<file path="config.mk">
export PLATFORM = sky130hd
export DESIGN_NAME = spi_burst_seq
export DESIGN_NICKNAME = d
export VERILOG_FILES = /design/src/rtl/spi_burst_pkg.sv /design/src/rtl/burst_trigger.sv /design/src/rtl/burst_spi_shifter.sv /design/src/rtl/burst_sequencer.sv /design/src/rtl/spi_burst_seq.sv
export SDC_FILE = /design/constraint.sdc
export NUM_CORES = 1
export LEC_CHECK = 0
export ABC_AREA = 1
export BUFFER_PORTS_ARGS = -buffer_cell sky130_fd_sc_hd__buf_2
export CAP_MARGIN = 20
export CORE_MARGIN = 2
export CORE_UTILIZATION = 30
export CTS_CLUSTER_SIZE = 24
export DETAILED_ROUTE_END_ITERATION = 12
export GPL_ROUTABILITY_DRIVEN = 0
export GPL_TIMING_DRIVEN = 0
export PLACE_DENSITY_LB_ADDON = 0.1
export SLEW_MARGIN = 10
export SYNTH_ARGS = -nofsm -noshare
export SYNTH_HDL_FRONTEND = slang
export SYNTH_HIERARCHICAL = 1
export SYNTH_SLANG_ARGS = --single-unit
</file>
<file path="constraint.sdc">
create_clock -name clk -period 6.7 [get_ports clk]
set_clock_uncertainty 0.1 [all_clocks]
set_input_delay 0.67 -clock clk [delete_from_list [all_inputs] [get_ports clk]]
set_output_delay 0.67 -clock clk [all_outputs]
set_load 0.02 [all_outputs]
</file>
<file path="src/rtl/spi_burst_pkg.sv">
package spi_burst_pkg;
  typedef enum logic [1:0] {
    SEQ_IDLE = 2'd0,
    SEQ_RUN  = 2'd1,
    SEQ_GAP  = 2'd2
  } seq_state_t;
endpackage

</file>
<file path="src/rtl/burst_trigger.sv">
module burst_trigger #(
  parameter int USE_INT_TRIG = 1,
  parameter int PERIOD_CYC   = 25000
) (
  input  logic clk,
  input  logic rst_n,
  input  logic ext_trig,
  output logic trig
);
  logic ext_prev_q;
  logic ext_edge;
  logic int_tick;

  always_ff @(posedge clk or negedge rst_n) begin
    if (!rst_n) ext_prev_q <= 1'b0;
    else        ext_prev_q <= ext_trig;
  end

  assign ext_edge = ext_trig & ~ext_prev_q;

  generate
    if (USE_INT_TRIG != 0) begin : g_int
      localparam int CNT_W = (PERIOD_CYC > 1) ? $clog2(PERIOD_CYC) : 1;
      logic [CNT_W-1:0] cnt_q, cnt_d;

      assign int_tick = (cnt_q == CNT_W'(PERIOD_CYC - 1));

      always_comb begin
        if (int_tick) cnt_d = '0;
        else          cnt_d = cnt_q + 1'b1;
      end

      always_ff @(posedge clk or negedge rst_n) begin
        if (!rst_n) cnt_q <= '0;
        else        cnt_q <= cnt_d;
      end
    end else begin : g_ext
      assign int_tick = 1'b0;
    end
  endgenerate

  assign trig = (USE_INT_TRIG != 0) ? int_tick : ext_edge;
endmodule

</file>
<file path="src/rtl/burst_spi_shifter.sv">
module burst_spi_shifter #(
  parameter int WORD_BITS = 16,
  parameter int HALF_DIV  = 2
) (
  input  logic                 clk,
  input  logic                 rst_n,
  input  logic                 start,
  input  logic [WORD_BITS-1:0] load_word,
  input  logic                 miso,
  output logic                 sclk,
  output logic                 mosi,
  output logic                 cs_act,
  output logic                 word_done,
  output logic [WORD_BITS-1:0] rx_word
);
  localparam int LAST_PH = 2 * WORD_BITS;
  localparam int PH_W    = $clog2(LAST_PH + 1);
  localparam int DIV_W   = $clog2(HALF_DIV + 1);

  logic                 act_q, act_d;
  logic [PH_W-1:0]      ph_q, ph_d;
  logic [DIV_W-1:0]     div_q, div_d;
  logic                 sclk_q, sclk_d;
  logic [WORD_BITS-1:0] txs_q, txs_d;
  logic [WORD_BITS-1:0] rxs_q, rxs_d;
  logic                 done_q, done_d;
  logic                 tick;

  assign tick = act_q && (div_q == DIV_W'(HALF_DIV - 1));

  always_comb begin
    act_d  = act_q;
    ph_d   = ph_q;
    div_d  = div_q;
    sclk_d = sclk_q;
    txs_d  = txs_q;
    rxs_d  = rxs_q;
    done_d = 1'b0;
    if (!act_q) begin
      if (start) begin
        act_d  = 1'b1;
        ph_d   = '0;
        div_d  = '0;
        sclk_d = 1'b0;
        txs_d  = load_word;
      end
    end else if (tick) begin
      div_d = '0;
      if (ph_q == PH_W'(LAST_PH)) begin
        act_d  = 1'b0;
        done_d = 1'b1;
      end else begin
        ph_d = ph_q + 1'b1;
        if (!ph_q[0]) begin
          sclk_d = 1'b1;
          rxs_d  = {rxs_q[WORD_BITS-2:0], miso};
        end else begin
          sclk_d = 1'b0;
          txs_d  = txs_q << 1;
        end
      end
    end else begin
      div_d = div_q + 1'b1;
    end
  end

  always_ff @(posedge clk or negedge rst_n) begin
    if (!rst_n) begin
      act_q  <= 1'b0;
      ph_q   <= '0;
      div_q  <= '0;
      sclk_q <= 1'b0;
      txs_q  <= '0;
      rxs_q  <= '0;
      done_q <= 1'b0;
    end else begin
      act_q  <= act_d;
      ph_q   <= ph_d;
      div_q  <= div_d;
      sclk_q <= sclk_d;
      txs_q  <= txs_d;
      rxs_q  <= rxs_d;
      done_q <= done_d;
    end
  end

  assign sclk      = sclk_q;
  assign mosi      = act_q & txs_q[WORD_BITS-1];
  assign cs_act    = act_q;
  assign word_done = done_q;
  assign rx_word   = rxs_q;
endmodule

</file>
<file path="src/rtl/burst_sequencer.sv">
module burst_sequencer
  import spi_burst_pkg::*;
#(
  parameter int WORDS   = 16,
  parameter int GAP_CYC = 8
) (
  input  logic                     clk,
  input  logic                     rst_n,
  input  logic                     trig,
  input  logic                     word_done,
  output logic                     start,
  output logic [$clog2(WORDS)-1:0] word_idx,
  output logic                     rx_we,
  output logic                     busy,
  output logic                     done,
  output logic                     overrun
);
  localparam int IDX_W = $clog2(WORDS);
  localparam int GAP_W = $clog2(GAP_CYC + 1);

  seq_state_t       state_q, state_d;
  logic [IDX_W-1:0] idx_q, idx_d;
  logic [GAP_W-1:0] gap_q, gap_d;
  logic             last_q, last_d;
  logic             done_q, done_d;
  logic             ovr_q, ovr_d;

  always_comb begin
    state_d = state_q;
    idx_d   = idx_q;
    gap_d   = gap_q;
    last_d  = last_q;
    done_d  = 1'b0;
    start   = 1'b0;
    rx_we   = 1'b0;
    ovr_d   = ovr_q | (trig && (state_q != SEQ_IDLE));
    case (state_q)
      SEQ_IDLE: begin
        if (trig) begin
          start   = 1'b1;
          state_d = SEQ_RUN;
        end
      end
      SEQ_RUN: begin
        if (word_done) begin
          rx_we   = 1'b1;
          gap_d   = '0;
          state_d = SEQ_GAP;
          if (idx_q == IDX_W'(WORDS - 1)) begin
            idx_d  = '0;
            last_d = 1'b1;
            done_d = 1'b1;
          end else begin
            idx_d = idx_q + 1'b1;
          end
        end
      end
      SEQ_GAP: begin
        if (gap_q == GAP_W'(GAP_CYC - 1)) begin
          gap_d = '0;
          if (last_q) begin
            last_d  = 1'b0;
            state_d = SEQ_IDLE;
          end else begin
            start   = 1'b1;
            state_d = SEQ_RUN;
          end
        end else begin
          gap_d = gap_q + 1'b1;
        end
      end
      default: state_d = SEQ_IDLE;
    endcase
  end

  always_ff @(posedge clk or negedge rst_n) begin
    if (!rst_n) begin
      state_q <= SEQ_IDLE;
      idx_q   <= '0;
      gap_q   <= '0;
      last_q  <= 1'b0;
      done_q  <= 1'b0;
      ovr_q   <= 1'b0;
    end else begin
      state_q <= state_d;
      idx_q   <= idx_d;
      gap_q   <= gap_d;
      last_q  <= last_d;
      done_q  <= done_d;
      ovr_q   <= ovr_d;
    end
  end

  assign word_idx = idx_q;
  assign busy     = (state_q != SEQ_IDLE);
  assign done     = done_q;
  assign overrun  = ovr_q;
endmodule

</file>
<file path="src/rtl/spi_burst_seq.sv">
module spi_burst_seq #(
  parameter int WORD_BITS    = 16,
  parameter int WORDS        = 16,
  parameter int HALF_DIV     = 2,
  parameter int GAP_SCLK     = 2,
  parameter int PERIOD_CYC   = 25000,
  parameter int USE_INT_TRIG = 1
) (
  input  logic                     clk,
  input  logic                     rst_n,
  input  logic                     ext_trig,
  output logic [$clog2(WORDS)-1:0] tx_addr,
  input  logic [WORD_BITS-1:0]     tx_data,
  output logic                     rx_we,
  output logic [$clog2(WORDS)-1:0] rx_addr,
  output logic [WORD_BITS-1:0]     rx_data,
  output logic                     sclk,
  output logic                     mosi,
  input  logic                     miso,
  output logic                     cs_n,
  output logic                     busy,
  output logic                     done,
  output logic                     overrun
);
  localparam int GAP_CYC = 2 * GAP_SCLK * HALF_DIV;
  localparam int IDX_W   = $clog2(WORDS);

  logic             trig;
  logic             start;
  logic             cs_act;
  logic             word_done;
  logic [IDX_W-1:0] word_idx;

  burst_trigger #(
    .USE_INT_TRIG(USE_INT_TRIG),
    .PERIOD_CYC  (PERIOD_CYC)
  ) u_trig (
    .clk     (clk),
    .rst_n   (rst_n),
    .ext_trig(ext_trig),
    .trig    (trig)
  );

  burst_sequencer #(
    .WORDS  (WORDS),
    .GAP_CYC(GAP_CYC)
  ) u_seq (
    .clk      (clk),
    .rst_n    (rst_n),
    .trig     (trig),
    .word_done(word_done),
    .start    (start),
    .word_idx (word_idx),
    .rx_we    (rx_we),
    .busy     (busy),
    .done     (done),
    .overrun  (overrun)
  );

  burst_spi_shifter #(
    .WORD_BITS(WORD_BITS),
    .HALF_DIV (HALF_DIV)
  ) u_shift (
    .clk      (clk),
    .rst_n    (rst_n),
    .start    (start),
    .load_word(tx_data),
    .miso     (miso),
    .sclk     (sclk),
    .mosi     (mosi),
    .cs_act   (cs_act),
    .word_done(word_done),
    .rx_word  (rx_data)
  );

  assign tx_addr = word_idx;
  assign rx_addr = word_idx;
  assign cs_n    = ~cs_act;
endmodule

</file>
==> impl_metrics.toml <==
[run_status]
status = "completed"

[floorplan]
io-pin-count = 51
rows = 39
die_y_um = 113
die_area_sq_mm = 0.0127
core_sq_mm = 0.0115
start_util = 0.309
die_w_um = 113

[detailed_routing]
drtIter0Drc = 164
drc = 0
wl_per_cell_um = 11.8
drt-total-wl_um = 7870
antenna_left = 0
vias = 3012
dr.pass1.iters = 4
viasPerCell = 4.50

[synthesis]
synth_fa_ha_area_frac = 0.0177
synth_top_family_by_area = "simple AND/OR/NAND/NOR gates"
synthTopCellsByCount = "188 x nand2_1, 70 x dfrtp_1, 43 x nor2_1"
synth_area_sq_mm = 0.00354
synthSimpleGateAreaFrac = 0.376
synth_area_per_cell_sq_um = 7.69
synth_top_area_share = 0.494
synth-seq-cells = 70
yosys_warnings = 6
synthArstFlopShare = 1.00
synth_compound_area_frac = 0.0307
synth_flop_cell = "dfrtp_1"
synth_xor_area_frac = 0.0124
synth.yosys.seq_area_share = 0.494
synth_top_area_cell = "dfrtp_1"
synth_cell_types = 28
yosysMostFrequentCell = "nand2_1"
synthTopCellsByArea = "dfrtp_1 49%, nand2_1 20%, nor2_1 4.6%"
synthCells = 461
synth_nets = 486
synth.mux.area_fraction = 0
synth_edf_count = 0

[clock_network]
clock_sinks = 70
clkTransAtPathRegs_ns = 0.05
clockRootBuffer = "clkbuf_16"
cts_tree = "done"
clkLatencyLatePin_ns = 0.33
ctsResizeCount = 0
htree_levels = 3
hold_buffers = 0
cts_setup_buffers = 0
clk_path_buf_depth = 2
cts_buffers = 9

[timing]
min_period_ns = 2.73
maxSlewViolCount = 0
period_share = 0.407
final.setup.worst_slack_ns = 3.97
max_slew.worst_pin.slew_ns = 0.459
slew_headroom = 0.694
setup_tns_ns = 0
rsz0062_at_grt = "false"
hold_viol = 0
setup_viol = 0
fmax_ghz = 0.367

[worst_setup_path]
slowest_delay_ns = 0.40
path_buf_inv = 2
arrival_ns = 2.84
end_kind = "flop"
cp.required_ns = 6.82
crit_chain = "ha_1 -> nand3_1 -> nor2_1 -> nand3_1 -> inv_1 -> nand2_1 -> nand2_1 -> nor2_1 -> a21oi_2 -> nand3_2 -> buf_2 -> nand2_1 -> nand2_1"
cp_top_family = "simple AND/OR/NAND/NOR gates"
crit_path_start_kind = "flop"
cp_slowest_cell = "dfrtp_1"
reg2reg_slack_ns = 3.97
crit_top_cell = "nand2_1"
worst-setup-path-type = "reg -> reg"
path_max_fanout = 10

[global_route]
overflow = 0
groute.layer.met1.usage = 0.174
antenna_found_initial = 0
use_met3 = 0.0383
grt_pass1_vias = 2965
use_met2 = 0.215
track_usage = 0.134
gr-max-usage-layer = "met2"
grt_pass1_wl_um = 13800
grt_max_degree = 57

[cells_and_area]
diodes = 0
utilization = 0.377
nets = 547
syn2layout_area_growth_pct = 21.9
drive_gt1_frac = 0.194
fillers = 1229

[flow_run]
max-cap-violations = 0

[hold_path]
hold_class = "in -> async"

[power]
p_leak_nw = 2.32
vdd_drop_max_uv = 138
power_density_mw_per_mm2 = 221

[placement]
port_buffers = 49
place_hpwl_um = 5550
pre_cts_ws_ns = 4.02
==> cell usage in the layout, fill, tap and decap left out, types with 2 or more instances in the layout <==
cell type,n
o21ai_0,2
inv_1,38
buf_2,51
xor2_1,5
nor2_4,4
clkbuf_8,2
nand4_1,24
bufinv_16,2
buf_4,8
nand2_2,8
clkbuf_16,9
clkbuf_1,3
o21ai_1,14
nor2_2,5
nand3_1,25
nand2_1,188
nor2_1,43
ha_1,5
dfrtp_1,70
inv_2,6
clkinv_2,2
==> layer usage <==
layer | wire, um | vias to the layer above
li1 | - | 1564
met1 | 3750 | 1400
met2 | 3730 | 38
met3 | 272 | 10
met4 | 121 | 0
met5 | 0 | -
==> kinds of logic (layout without fill, tap and decap cells) <==
| family | Yosys count | in the layout |
|---|---|---|
| XOR/XNOR | 5 | 5 |
| AND/OR/NAND/NOR | 304 | 304 |
| buffers and inverters | 57 | 122 |
| flip-flops | 70 | 70 |
| AO/OA/AOI/OAI | 20 | 20 |
| adder cells (fa/ha/maj) | 5 | 5 |
==> cell type report <==
| type | instances | area (sq um) | area share |
|---|---|---|---|
| Buffer | 13 | 78.8 | 0.0182 |
| Clock buffer | 11 | 253 | 0.0585 |
| Clock inverter | 4 | 70.1 | 0.0162 |
| Inverter | 44 | 165 | 0.0382 |
| Multi-Input combinational cell | 334 | 1550 | 0.358 |
| Sequential cell | 70 | 1750 | 0.405 |
| Tap cell | 143 | 179 | 0.0414 |
| Timing Repair Buffer | 50 | 275 | 0.0637 |
==> power by group <==
| part | internal (mW) | switching [mW] |
|---|---|---|
| Clock | 0.343 | 0.171 |
| Sequential | 0.423 | 0 |
| Combinational | 0.00731 | 0.0123 |
==> final timing paths <==
kind                       depth (start not counted)                  start               end
setup reg to reg                                  13  u_trig/g_int.cnt_q[0]  u_shift/txs_q[3]
hold reg to reg                                    1          u_seq/overrun     u_seq/overrun
max in group asynchronous                          2                  rst_n  u_shift/txs_q[7]
min in group clk                                   1          u_seq/overrun     u_seq/overrun
hold / removal                                     1                  rst_n    u_seq/gap_q[3]
setup / recovery                                  13  u_trig/g_int.cnt_q[0]  u_shift/txs_q[3]
==> state kept, by name (all words and copies together) (netlist names), 2 cells and up <==
signal and flops:
u_shift/ph_q 6, u_seq/gap_q 4, u_seq/state_q 2, u_seq/word_idx 4, u_shift/txs_q 16, u_trig/g_int.cnt_q 15
u_shift/rx_word 16, u_shift/div_q 2
==> stage by stage <==
step | instance area [sq um] | cells | total power, mW | hold WS (ns)
after global placement | 3970 | 653 | 0.450 | 0.338
final | 4320 | 669 | 0.956 | 0.103
after detailed placement | 4000 | 654 | 0.452 | 0.347
after floorplan | 3540 | 461 | 0.434 | 0.274
after CTS | 4320 | 669 | 0.976 | 0.0985
after global routing | 4320 | 669 | 0.995 | 0.107
Note: power is estimated with default switching activity, not from simulation.
